`config.mk`:
```
export PLATFORM = sky130hd
export DESIGN_NAME = slot_window_decoder
export DESIGN_NICKNAME = d
export VERILOG_FILES = /design/src/rtl/swd_pkg.sv /design/src/rtl/swd_lane_swap.sv /design/src/rtl/swd_cfg_space.sv /design/src/rtl/swd_window_decode.sv /design/src/rtl/slot_window_decoder.sv
export SDC_FILE = /design/constraint.sdc
export NUM_CORES = 1
export LEC_CHECK = 0
export ABC_AREA = 1
export BUFFER_PORTS_ARGS = -buffer_cell sky130_fd_sc_hd__buf_2
export CORE_AREA = 2 2 92 94
export DETAILED_ROUTE_END_ITERATION = 10
export DIE_AREA = 0 0 94 96
export PLACE_DENSITY = 0.88
export RECOVER_POWER = 50
export SYNTH_ARGS = -nofsm -noshare
export SYNTH_HDL_FRONTEND = slang
export SYNTH_SLANG_ARGS = --single-unit
```
`constraint.sdc`:
```
create_clock -name clk -period 7.8 [get_ports clk]
set_input_delay 0.78 -clock clk [delete_from_list [all_inputs] [get_ports clk]]
set_output_delay 0.78 -clock clk [all_outputs]
set_load 0.05 [all_outputs]
```
`src/rtl/swd_pkg.sv`:
```
`timescale 1ns/1ps
package swd_pkg;
  // window codes on req_win
  localparam logic [1:0] WIN_REG = 2'd0;
  localparam logic [1:0] WIN_M16 = 2'd1;
  localparam logic [1:0] WIN_M8  = 2'd2;
  localparam logic [1:0] WIN_CFG = 2'd3;
  // access sizes
  localparam logic [1:0] SZ_BYTE = 2'd0;
  localparam logic [1:0] SZ_HALF = 2'd1;
  // register window space field codes
  localparam logic [1:0] SPC_ID  = 2'd2;
  localparam logic [1:0] SPC_INT = 2'd3;
  // downstream target codes
  localparam logic [2:0] TGT_IO  = 3'd0;
  localparam logic [2:0] TGT_ID  = 3'd1;
  localparam logic [2:0] TGT_INT = 3'd2;
  localparam logic [2:0] TGT_M16 = 3'd3;
  localparam logic [2:0] TGT_M8  = 3'd4;
endpackage

```
`src/rtl/swd_lane_swap.sv`:
```
`timescale 1ns/1ps
module swd_lane_swap #(
  parameter int W = 16
) (
  input  logic         en,
  input  logic [W-1:0] din,
  output logic [W-1:0] dout
);
  localparam int NB = W / 8;

  // reverse byte order when enabled
  for (genvar i = 0; i < NB; i++) begin : g_lane
    assign dout[i*8 +: 8] = en ? din[(NB-1-i)*8 +: 8] : din[i*8 +: 8];
  end
endmodule

```
`src/rtl/swd_cfg_space.sv`:
```
`timescale 1ns/1ps
module swd_cfg_space #(
  parameter int ADDR_W    = 25,
  parameter int CFG_BYTES = 128,
  parameter int NFLAG     = 3,
  parameter int FLAG_BASE = 'h2B,
  parameter int FLAG_STEP = 4,
  parameter int BASE_MUL  = 29,
  parameter int BASE_ADD  = 6
) (
  input  logic              clk,
  input  logic              rst_n,
  input  logic              wr_en,
  input  logic [ADDR_W-1:0] addr,
  input  logic              wbit,
  output logic [NFLAG-2:0]  steer,
  output logic [7:0]        rdata
);
  localparam logic [ADDR_W-1:0] CFG_LIM = ADDR_W'(CFG_BYTES);
  localparam logic [7:0]        MUL8    = 8'(BASE_MUL);
  localparam logic [7:0]        ADD8    = 8'(BASE_ADD);

  logic [NFLAG-1:0] hit;
  logic [NFLAG-1:0] flag_ld;
  logic [NFLAG-1:0] flag_q;
  logic [7:0]       a8;
  logic [7:0]       base;

  for (genvar i = 0; i < NFLAG; i++) begin : g_flag
    assign hit[i]     = (addr == ADDR_W'(FLAG_BASE + i * FLAG_STEP));
    assign flag_ld[i] = wr_en & hit[i];

    always_ff @(posedge clk or negedge rst_n) begin
      if (!rst_n) begin
        flag_q[i] <= 1'b0;
      end else if (flag_ld[i]) begin
        flag_q[i] <= wbit;
      end
    end
  end

  // lowest flag is stored only; the rest steer windows
  assign steer = flag_q[NFLAG-1:1];

  always_comb begin
    a8    = addr[7:0];
    base  = (addr < CFG_LIM) ? ((a8 * MUL8 + ADD8) & 8'hFE) : 8'h00;
    rdata = base | {7'b0, |(hit & flag_q)};
  end
endmodule

```
`src/rtl/swd_window_decode.sv`:
```
`timescale 1ns/1ps
module swd_window_decode
  import swd_pkg::*;
#(
  parameter int NSLOT     = 4,
  parameter int ADDR_W    = 25,
  parameter int REG_SHIFT = 8,
  parameter int M16_SHIFT = 23,
  parameter int M8_SHIFT  = 22,
  localparam int SLOT_W   = $clog2(NSLOT),
  localparam int OFF_W    = M16_SHIFT
) (
  input  logic [1:0]        win,
  input  logic [1:0]        size,
  input  logic [ADDR_W-1:0] addr,
  input  logic              be_reg,
  input  logic              be_m16,
  input  logic [NSLOT-1:0]  present,
  output logic              size_ok,
  output logic              fwd,
  output logic              swap,
  output logic [2:0]        tgt,
  output logic [SLOT_W-1:0] slot,
  output logic [OFF_W-1:0]  off
);
  localparam int IO_W = REG_SHIFT - 1;
  localparam int SP_W = REG_SHIFT - 2;
  localparam logic [ADDR_W-1:0] ONE      = ADDR_W'(1);
  localparam logic [ADDR_W-1:0] IO_MASK  = (ONE << IO_W) - ONE;
  localparam logic [ADDR_W-1:0] SP_MASK  = (ONE << SP_W) - ONE;
  localparam logic [ADDR_W-1:0] M16_MASK = (ONE << M16_SHIFT) - ONE;
  localparam logic [ADDR_W-1:0] M8_MASK  = (ONE << M8_SHIFT) - ONE;
  localparam logic [ADDR_W-1:0] NSLOT_A  = ADDR_W'(NSLOT);

  logic              be_win;
  logic              flip;
  logic [ADDR_W-1:0] ea;
  logic [ADDR_W-1:0] slot_num;
  logic [1:0]        spc;

  always_comb begin
    be_win   = ((win == WIN_REG) && be_reg) || ((win == WIN_M16) && be_m16);
    flip     = be_win && (size == SZ_BYTE);
    swap     = be_win && (size == SZ_HALF);
    ea       = addr ^ ADDR_W'(flip);
    spc      = ea[REG_SHIFT-1 -: 2];
    slot_num = '0;
    tgt      = TGT_IO;
    off      = '0;
    case (win)
      WIN_REG: begin
        slot_num = ea >> REG_SHIFT;
        if (spc == SPC_ID) begin
          tgt = TGT_ID;
          off = OFF_W'(ea & SP_MASK);
        end else if (spc == SPC_INT) begin
          tgt = TGT_INT;
          off = OFF_W'(ea & SP_MASK);
        end else begin
          tgt = TGT_IO;
          off = OFF_W'(ea & IO_MASK);
        end
      end
      WIN_M16: begin
        slot_num = ea >> M16_SHIFT;
        tgt      = TGT_M16;
        off      = OFF_W'(ea & M16_MASK);
      end
      WIN_M8: begin
        slot_num = ea >> M8_SHIFT;
        tgt      = TGT_M8;
        off      = OFF_W'(ea & M8_MASK);
      end
      default: ;
    endcase
    size_ok = (size == SZ_BYTE) ||
              ((size == SZ_HALF) && ((win == WIN_REG) || (win == WIN_M16)));
    fwd     = size_ok && (win != WIN_CFG) && (slot_num < NSLOT_A) &&
              present[slot_num[SLOT_W-1:0]];
    slot    = slot_num[SLOT_W-1:0];
  end
endmodule

```
`src/rtl/slot_window_decoder.sv`:
```
`timescale 1ns/1ps
module slot_window_decoder
  import swd_pkg::*;
#(
  parameter int NSLOT     = 4,
  parameter int ADDR_W    = 25,
  parameter int REG_SHIFT = 8,
  parameter int M16_SHIFT = 23,
  parameter int M8_SHIFT  = 22,
  parameter int CFG_BYTES = 128,
  localparam int SLOT_W   = $clog2(NSLOT),
  localparam int OFF_W    = M16_SHIFT
) (
  input  logic              clk,
  input  logic              rst_n,
  input  logic              req_valid,
  input  logic              req_write,
  input  logic [1:0]        req_win,
  input  logic [1:0]        req_size,
  input  logic [ADDR_W-1:0] req_addr,
  input  logic [15:0]       req_wdata,
  input  logic [NSLOT-1:0]  slot_present,
  output logic              dn_valid,
  output logic              dn_write,
  output logic [2:0]        dn_target,
  output logic [SLOT_W-1:0] dn_slot,
  output logic [OFF_W-1:0]  dn_offset,
  output logic [1:0]        dn_size,
  output logic [15:0]       dn_wdata,
  input  logic [15:0]       mod_rdata,
  output logic              rsp_valid,
  output logic [15:0]       rsp_rdata,
  output logic              err_flag
);
  // reset: asserted asynchronously, released on the clock
  logic rst_meta_q, rst_sync_q;
  always_ff @(posedge clk or negedge rst_n) begin
    if (!rst_n) begin
      rst_meta_q <= 1'b0;
      rst_sync_q <= 1'b0;
    end else begin
      rst_meta_q <= 1'b1;
      rst_sync_q <= rst_meta_q;
    end
  end

  // decode and configuration space
  logic              size_ok, fwd, swap_d;
  logic [2:0]        tgt_d;
  logic [SLOT_W-1:0] slot_d;
  logic [OFF_W-1:0]  off_d;
  logic [1:0]        steer;
  logic [7:0]        cfg_rdata;
  logic              cfg_wr;
  logic [15:0]       wdata_sw, rdata_sw;

  assign cfg_wr = req_valid && req_write && (req_win == WIN_CFG) && (req_size == SZ_BYTE);

  swd_cfg_space #(
    .ADDR_W(ADDR_W), .CFG_BYTES(CFG_BYTES), .NFLAG(3), .FLAG_BASE('h2B),
    .FLAG_STEP(4), .BASE_MUL(29), .BASE_ADD(6)
  ) u_cfg (
    .clk(clk), .rst_n(rst_sync_q), .wr_en(cfg_wr), .addr(req_addr),
    .wbit(req_wdata[0]), .steer(steer), .rdata(cfg_rdata)
  );

  swd_window_decode #(
    .NSLOT(NSLOT), .ADDR_W(ADDR_W), .REG_SHIFT(REG_SHIFT),
    .M16_SHIFT(M16_SHIFT), .M8_SHIFT(M8_SHIFT)
  ) u_dec (
    .win(req_win), .size(req_size), .addr(req_addr), .be_reg(steer[0]),
    .be_m16(steer[1]), .present(slot_present), .size_ok(size_ok), .fwd(fwd),
    .swap(swap_d), .tgt(tgt_d), .slot(slot_d), .off(off_d)
  );

  swd_lane_swap #(.W(16)) u_wswap (.en(swap_d), .din(req_wdata), .dout(wdata_sw));

  // stage 1 state
  logic       rd_pend_q, rd_fwd_q, rd_cfg_q, rd_swap_q, err_q;
  logic [7:0] rd_cfg_data_q;
  logic       dn_valid_d, rd_pend_d, rd_fwd_d, rd_cfg_d, err_d, s1_ld;

  always_comb begin
    s1_ld      = req_valid;
    dn_valid_d = req_valid && fwd;
    rd_pend_d  = req_valid && !req_write;
    rd_fwd_d   = rd_pend_d && fwd;
    rd_cfg_d   = rd_pend_d && (req_win == WIN_CFG) && size_ok;
    err_d      = err_q || (req_valid && !size_ok);
  end

  always_ff @(posedge clk or negedge rst_sync_q) begin
    if (!rst_sync_q) begin
      dn_valid  <= 1'b0;
      rd_pend_q <= 1'b0;
      rd_fwd_q  <= 1'b0;
      rd_cfg_q  <= 1'b0;
      err_q     <= 1'b0;
    end else begin
      dn_valid  <= dn_valid_d;
      rd_pend_q <= rd_pend_d;
      rd_fwd_q  <= rd_fwd_d;
      rd_cfg_q  <= rd_cfg_d;
      err_q     <= err_d;
    end
  end

  always_ff @(posedge clk or negedge rst_sync_q) begin
    if (!rst_sync_q) begin
      dn_write      <= 1'b0;
      dn_target     <= TGT_IO;
      dn_slot       <= '0;
      dn_offset     <= '0;
      dn_size       <= SZ_BYTE;
      dn_wdata      <= '0;
      rd_swap_q     <= 1'b0;
      rd_cfg_data_q <= '0;
    end else if (s1_ld) begin
      dn_write      <= req_write;
      dn_target     <= tgt_d;
      dn_slot       <= slot_d;
      dn_offset     <= off_d;
      dn_size       <= req_size;
      dn_wdata      <= wdata_sw;
      rd_swap_q     <= swap_d;   // swap decided at acceptance time
      rd_cfg_data_q <= cfg_rdata;
    end
  end

  assign err_flag = err_q;

  // stage 2: read response
  swd_lane_swap #(.W(16)) u_rswap (.en(rd_swap_q), .din(mod_rdata), .dout(rdata_sw));

  logic [15:0] rsp_data_d;
  always_comb begin
    if (rd_fwd_q)      rsp_data_d = rdata_sw;
    else if (rd_cfg_q) rsp_data_d = {8'h00, rd_cfg_data_q};
    else               rsp_data_d = 16'h0000;
  end

  always_ff @(posedge clk or negedge rst_sync_q) begin
    if (!rst_sync_q) begin
      rsp_valid <= 1'b0;
      rsp_rdata <= '0;
    end else begin
      rsp_valid <= rd_pend_q;
      if (rd_pend_q) rsp_rdata <= rsp_data_d;
    end
  end
endmodule

```
==> impl_metrics.py, run 1 <==
metrics = {
    "outcome": {
        "status": "finished, violations left",
        "violations": "max-capacitance violations, max-slew violations",
    },
    "place": {
        "placed_cells": 733,
        "routabilityCongestion": 0.898,
        "io_buffers": 134,
        "dp_hpwl_um": 8260,
        "pre_cts_ws_ns": 4.19,
    },
    "synthesis": {
        "ys_async_sr_fraction": 1.00,
        "syn-cell-area_um2": 4400,
        "yosys_warnings": 0,
        "yosysMostFrequentCell": "nand2_1",
        "postSynthCellCount": 514,
        "synth_cell_types": 33,
        "syn_area_per_cell_um2": 8.56,
        "synth_edf_count": 0,
        "yosysSeqAreaShare": 0.472,
        "yosys.area.top_type_share": 0.472,
        "synth_seq_cells": 83,
        "synth_nets": 605,
        "yosysTopAreaCell": "dfrtp_1",
        "ys_top_cells_by_area": "dfrtp_1 (47%), nand2_1 (9.0%), inv_1 (4.9%)",
        "ys_top_cells_by_count": "nand2_1 (106), dfrtp_1 (83), inv_1 (57)",
        "synthFlopType": "dfrtp_1",
    },
    "cts": {
        "cts_buffer_depth": 2,
        "cts-resized-gates": 0,
        "root_buffer": "clkbuf_8",
        "cts_buffers": 9,
        "cts_tree": "done",
        "cts_setup_buffers": 0,
        "clock_latency_ns": 0.35,
        "cts.reportedPaths.clkPinSlew_ns": 0.09,
        "cts_max_level": 3,
        "clock_sink_count": 83,
        "postCtsHoldBufs": 0,
    },
    "min_path": {
        "hold_path_class": "in2async",
    },
    "floorplan": {
        "rows": 33,
        "dieArea_um2": 9020,
        "num_io_pins": 135,
        "coreArea_um2": 8050,
        "start_util": 0.547,
        "die_y_um": 96,
        "die_w_um": 94,
    },
    "sta": {
        "finalMaxSlewViolations": 144,
        "max_slew_margin": -1.12,
        "fin_crit_sh": 0.482,
        "worst_pin_slew_ns": 3.18,
        "fmax_mhz": 266,
        "final.setup_skew_ns": 0.0147,
        "finalWorstSetupSlack_ns": 4.04,
        "finalCriticalPeriod_ns": 3.76,
        "rsz0062_at_grt": "false",
        "setup-tns-final_ns": 0,
        "finalSetupViolations": 0,
        "hold_viol_final": 0,
        "hold_slack_ns": 0.200,
    },
    "global_route": {
        "grt_pass1_wl_um": 17800,
        "grt_max_degree": 82,
        "grt_usage": 0.251,
        "grt_overflow": 0,
        "antenna_found_initial": 0,
        "grt_pass1_vias": 3945,
    },
    "layout": {
        "n_fill_cell": 706,
        "nets": 730,
        "drive_gt1_frac": 0.236,
        "final_cells": 749,
        "syn2layout_area_growth_pct": 20.4,
        "insertedDiodeCount": 0,
    },
    "critical_path": {
        "endpoint_kind": "flop",
        "crit_type": "in2reg",
        "r2r_end": "rd_pend_q$_DFF_PN0_",
        "reg2regPathDepth": 0,
        "startpoint_type": "input port",
        "crit_arrival_ns": 3.86,
        "path_max_fanout": 61,
        "rr_startpoint": "rst_sync_q$_DFF_PN0_",
        "required_ns": 7.90,
        "rrSetupSlack_ns": 4.63,
    },
    "route": {
        "detail-route-antenna-nets": 0,
        "vias": 3996,
        "dr.pass1.iters": 4,
        "wire_per_inst_um": 14.9,
        "drcViolationCount": 0,
        "avgViaCountPerCell": 5.34,
        "drt_iter0_drc": 269,
        "totalWireLength_um": 11100,
    },
    "flow_run": {
        "maxCapViolations": 2,
    },
    "pwr": {
        "power_leakage_nw": 2.68,
        "powerDensity_nw_per_um2": 210,
        "vdd_drop_max_mv": 0.117,
    },
}
==> layer usage <==
layer / share of wire / vias up / track usage
met5: 0 / - / 0
met4: 0.019 / 0 / 0.0954
met3: 0.076 / 17 / 0.0548
met2: 0.49 / 155 / 0.423
met1: 0.41 / 1878 / 0.320
li1: - / 1946 / -
==> cell usage in the layout (no fill, tap or decap), types with 4 or more instances in the layout <==
cell type and instances:
clkbuf_8 9, nand4_1 4, o21ai_0 30, buf_2 120, o211ai_1 9, clkbuf_1 16, a31oi_1 8, a21oi_1 36
fa_1 8, xor2_1 5, nand3_1 36, dfrtp_1 83, a21oi_2 9, nand2_1 106, nor2_1 53, ha_1 14
inv_1 57, a32o_1 15, nand3b_1 4
==> flip-flops by register name, summed over array words and instances, names as in the netlist, 2 cells and up <==
signal	count
rd_cfg_data_q	8
dn_slot	2
dn_target	3
dn_offset	23
dn_size	2
dn_wdata	16
rsp_rdata	16
u_cfg.steer	2
==> power by group <==
group,internal (W),switching [W]
clock,0.000152,0.000165
sequential,0.000460,0.0000275
combinational,0.0000884,0.000218
total,0.000700,0.000411
==> final cells by class <==
| type | count | area [um2] | area share |
|---|---|---|---|
| sequential | 83 | 2080 | 0.392 |
| multi-input combinational | 349 | 2000 | 0.378 |
| timing repair buffer | 136 | 664 | 0.125 |
| inverter | 60 | 225 | 0.0425 |
| tap | 105 | 131 | 0.0248 |
| clock buffer | 10 | 128 | 0.0241 |
| clock inverter | 6 | 72.6 | 0.0137 |
==> critical path, stage by stage <==
cell and delay [ns]:
clkbuf_1 0.48, clkinv_1 0.17, clkbuf_1 2.04, o311ai_0 0.38
==> kinds of logic (layout without fill, tap and decap cells) <==
group,after synthesis,in the layout,synth area share
compound gates,111,111,0.163
xor+xnor,7,7,0.0139
fa+ha+maj,22,22,0.0762
buf+inv,82,212,0.0736
flops,83,83,0.472
other cells,1,1,0.000852
simple gates,208,208,0.200
==> metrics by stage <==
stage | total power, W | util | area [um2]
2_1_floorplan | 0.000714 | - | 4400
3_3_place_gp | 0.000793 | 0.636 | 5120
3_5_place_dp | 0.000803 | 0.636 | 5120
4_1_cts | 0.00112 | 0.661 | 5320
5_1_grt | 0.00117 | 0.658 | 5300
6_report | 0.00111 | 0.658 | 5300
==> worst max path at each step <==
stage                           start                            to  slack, ns  depth (start not counted)
after floorplan           req_addr[2]  rd_cfg_data_q[7]$_DFFE_PN0P_       4.48                         14
after global placement    req_addr[2]  rd_cfg_data_q[7]$_DFFE_PN0P_       4.25                         15
after detailed placement  req_addr[2]  rd_cfg_data_q[7]$_DFFE_PN0P_       4.19                         15
after CTS                 req_addr[2]  rd_cfg_data_q[7]$_DFFE_PN0P_       4.57                         15
after global routing        req_valid      dn_target[0]$_DFFE_PN0P_       3.76                          4
final                       req_valid      dn_target[0]$_DFFE_PN0P_       4.04                          4
(Power assumes the default switching activity.)
==> run 2: changes to the inputs <==
--- a/config.mk
+++ b/config.mk
@@ -5,12 +5,12 @@
 export SDC_FILE = /design/constraint.sdc
 export NUM_CORES = 1
 export LEC_CHECK = 0
-export ABC_AREA = 1
+export ABC_AREA = 0
 export BUFFER_PORTS_ARGS = -buffer_cell sky130_fd_sc_hd__buf_2
-export CORE_AREA = 2 2 92 94
+export CORE_AREA = 2 2 94 96
 export DETAILED_ROUTE_END_ITERATION = 10
-export DIE_AREA = 0 0 94 96
-export PLACE_DENSITY = 0.88
+export DIE_AREA = 0 0 96 98
+export PLACE_DENSITY = 0.81
 export RECOVER_POWER = 50
 export SYNTH_ARGS = -nofsm -noshare
 export SYNTH_HDL_FRONTEND = slang
==> constraint.sdc (replaced) <==
create_clock -name clk -period 3.9 [get_ports clk]
set_input_delay 0.39 -clock clk [delete_from_list [all_inputs] [get_ports clk]]
set_output_delay 0.39 -clock clk [all_outputs]
set_load 0.05 [all_outputs]
==> impl_metrics.py, run 2 <==
metrics = {
    "global_route": {
        "grt_overflow": 0,
        "grt_max_degree": 82,
        "grt_pass1_vias": 3384,
        "antenna_found_initial": 0,
        "grt_usage": 0.207,
        "grt_pass1_wl_um": 15400,
    },
    "pwr": {
        "finalPower_w": 0.00214,
        "power_leakage_nw": 2.58,
        "powerDensity_nw_per_um2": 424,
        "vdd_drop_max_mv": 0.210,
    },
    "floorplan": {
        "die_y_um": 98,
        "coreArea_um2": 8470,
        "start_util": 0.491,
        "dieArea_um2": 9410,
        "num_io_pins": 135,
        "rows": 34,
        "die_w_um": 96,
    },
    "sta": {
        "hold_viol_final": 0,
        "hold_slack_ns": 0.277,
        "rsz0062_at_grt": "false",
        "setup-tns-final_ns": 0,
        "finalMaxSlewViolations": 40,
        "max_slew_margin": -0.152,
        "final.setup_skew_ns": 0.00802,
        "worst_pin_slew_ns": 1.73,
        "finalSetupViolations": 0,
        "finalCriticalPeriod_ns": 3.14,
        "fmax_mhz": 319,
        "fin_crit_sh": 0.805,
    },
    "outcome": {
        "violations": "max-capacitance violations, max-slew violations",
        "status": "finished, violations left",
    },
    "critical_path": {
        "reg2regPathDepth": 4,
        "required_ns": 4.12,
        "path_max_fanout": 5,
        "endpoint_kind": "flop",
        "startpoint_type": "input port",
        "crit_arrival_ns": 3.36,
        "crit_type": "in2reg",
    },
    "synthesis": {
        "yosysTopAreaCell": "dfrtp_1",
        "ys_top_cells_by_area": "dfrtp_1 (50%), mux2i_1 (6.7%), a22o_1 (6.5%)",
        "synth_edf_count": 0,
        "postSynthCellCount": 368,
        "synth_seq_cells": 83,
        "yosysMostFrequentCell": "dfrtp_1",
        "synth_nets": 459,
        "yosys_warnings": 0,
        "ys_top_cells_by_count": "dfrtp_1 (83), a22o_1 (31), a21oi_1 (30), inv_1 (30), nor2_1 (29)",
        "yosys.area.top_type_share": 0.499,
        "syn-cell-area_um2": 4160,
        "ys_async_sr_fraction": 1.00,
        "synthFlopType": "dfrtp_1",
        "yosysSeqAreaShare": 0.499,
        "syn_area_per_cell_um2": 11.3,
        "synth_cell_types": 44,
    },
    "layout": {
        "syn2layout_area_growth_pct": 21.7,
        "final_cells": 606,
        "post-route-util": 0.598,
        "layout_common_cells": "buf_2 (119), dfrtp_1 (82), a22o_1 (31), inv_1 (30), a21oi_1 (30)",
        "nets": 585,
        "largest_reg_flops": 23,
        "insertedDiodeCount": 0,
        "final_common_cell": "buf_2",
        "regMostFlops": "dn_offset",
        "n_fill_cell": 735,
        "largest_registers": "dn_offset: 23 flops, dn_wdata: 16 flops, rsp_rdata: 16 flops",
        "drive_gt1_frac": 0.301,
    },
    "cts": {
        "cts_buffer_depth": 2,
        "cts_tree": "done",
        "clock_latency_ns": 0.34,
        "cts.reportedPaths.clkPinSlew_ns": 0.08,
        "cts_buffers": 9,
        "cts-resized-gates": 0,
        "clock_sink_count": 83,
        "cts_max_level": 3,
        "root_buffer": "clkbuf_8",
    },
    "route": {
        "vias": 3263,
        "detail-route-antenna-nets": 0,
        "avgViaCountPerCell": 5.38,
        "wire_per_inst_um": 15.6,
        "totalWireLength_um": 9450,
        "drcViolationCount": 0,
        "dr.pass1.iters": 4,
        "drt_iter0_drc": 98,
    },
    "place": {
        "io_buffers": 134,
        "dp_hpwl_um": 7200,
        "placed_cells": 590,
        "routabilityCongestion": 0.826,
    },
    "min_path": {
        "hold_path_depth": 2,
        "hold_path_class": "in2reg",
    },
    "flow_run": {
        "maxCapViolations": 1,
    },
}
[run 2: cell count changes after synthesis, sizes merged, moves of 7 or more]
| cell | change |
|---|---|
| inv | -30 |
| a21oi | -15 |
| nor2 | -25 |
| a22o | +31 |
| o211ai | -9 |
| mux2i | +28 |
| nand2 | -103 |
| mux2 | +14 |
| nand3 | -35 |
| a22oi | +8 |
| o22ai | +7 |
| a31oi | -8 |
| o21ai | -25 |
| a32o | -15 |
[run 2: repair_timing]
item | CTS | global route
hold buffers | 1 | 0
buffers inserted | 0 | 0
hold endpoints to repair | 2 | 0
[run 2: report_power, final]
group          switching [W]  internal [W]  total (W)
Sequential         0.0000509      0.000919   0.000970
Combinational       0.000388      0.000189   0.000576
Clock               0.000288      0.000310   0.000598
[run 2: worst paths after layout]
check,start,slack [ns],to
worst min-delay path,req_addr[15],0.28,dn_offset[15]$_DFFE_PN0P_
worst min register to register,rst_meta_q$_DFF_PN0_,0.35,rst_sync_q$_DFF_PN0_
worst max-delay path,req_addr[2],0.76,rd_cfg_data_q[7]$_DFFE_PN0P_
max in group asynchronous,rst_sync_q$_DFF_PN0_,2.72,rd_cfg_data_q[1]$_DFFE_PN0P_
min in group asynchronous,rst_n,0.37,rst_sync_q$_DFF_PN0_
worst max register to register,u_cfg.steer[1]$_DFFE_PN0P_,1.96,dn_wdata[3]$_DFFE_PN0P_
[run 2: kinds of logic after synthesis]
| family | count (synthesis) | share of synthesized area |
|---|---|---|
| other | 1 | 0.000901 |
| AO/OA/AOI/OAI | 98 | 0.165 |
| flip-flops | 83 | 0.499 |
| buffers and inverters | 52 | 0.0511 |
| adder cells (fa/ha/maj) | 22 | 0.0806 |
| XOR/XNOR | 10 | 0.0244 |
| multiplexers | 42 | 0.105 |
| AND/OR/NAND/NOR | 60 | 0.0734 |
[run 2: per-stage QoR]
step                instance area, um2  setup WS, ns
floorplan                         4160         0.743
global placement                  4880         0.537
detailed placement                4880         0.382
CTS                               5090         0.754
global route                      5060         0.651
finish                            5060         0.762
[run 2: area by class of cell]
| class | count | area (um2) | share of cell area |
|---|---|---|---|
| Multi-Input combinational cell | 233 | 1870 | 0.369 |
| Tap cell | 108 | 135 | 0.0267 |
| Clock inverter | 4 | 51.3 | 0.0101 |
| Clock buffer | 11 | 141 | 0.0279 |
| Inverter | 30 | 113 | 0.0222 |
| Sequential cell | 83 | 2080 | 0.411 |
| Timing Repair Buffer | 137 | 673 | 0.133 |
[run 2: per-layer routing]
metal | track usage | share of wire | vias to the layer above
met5 | 0 | 0 | -
met4 | 0.0396 | 0.0087 | 0
met3 | 0.0656 | 0.075 | 8
met2 | 0.343 | 0.49 | 115
met1 | 0.266 | 0.42 | 1575
li1 | - | - | 1565
[run 2: worst max-delay path, cell delays in order]
cell and delay (ns):
buf_2 0.12, inv_1 0.19, fa_1 0.50, fa_1 0.49
inv_1 0.04, ha_1 0.33, fa_1 0.47, a21o_1 0.19
a21oi_1 0.18, xnor3_1 0.24, a22o_1 0.21
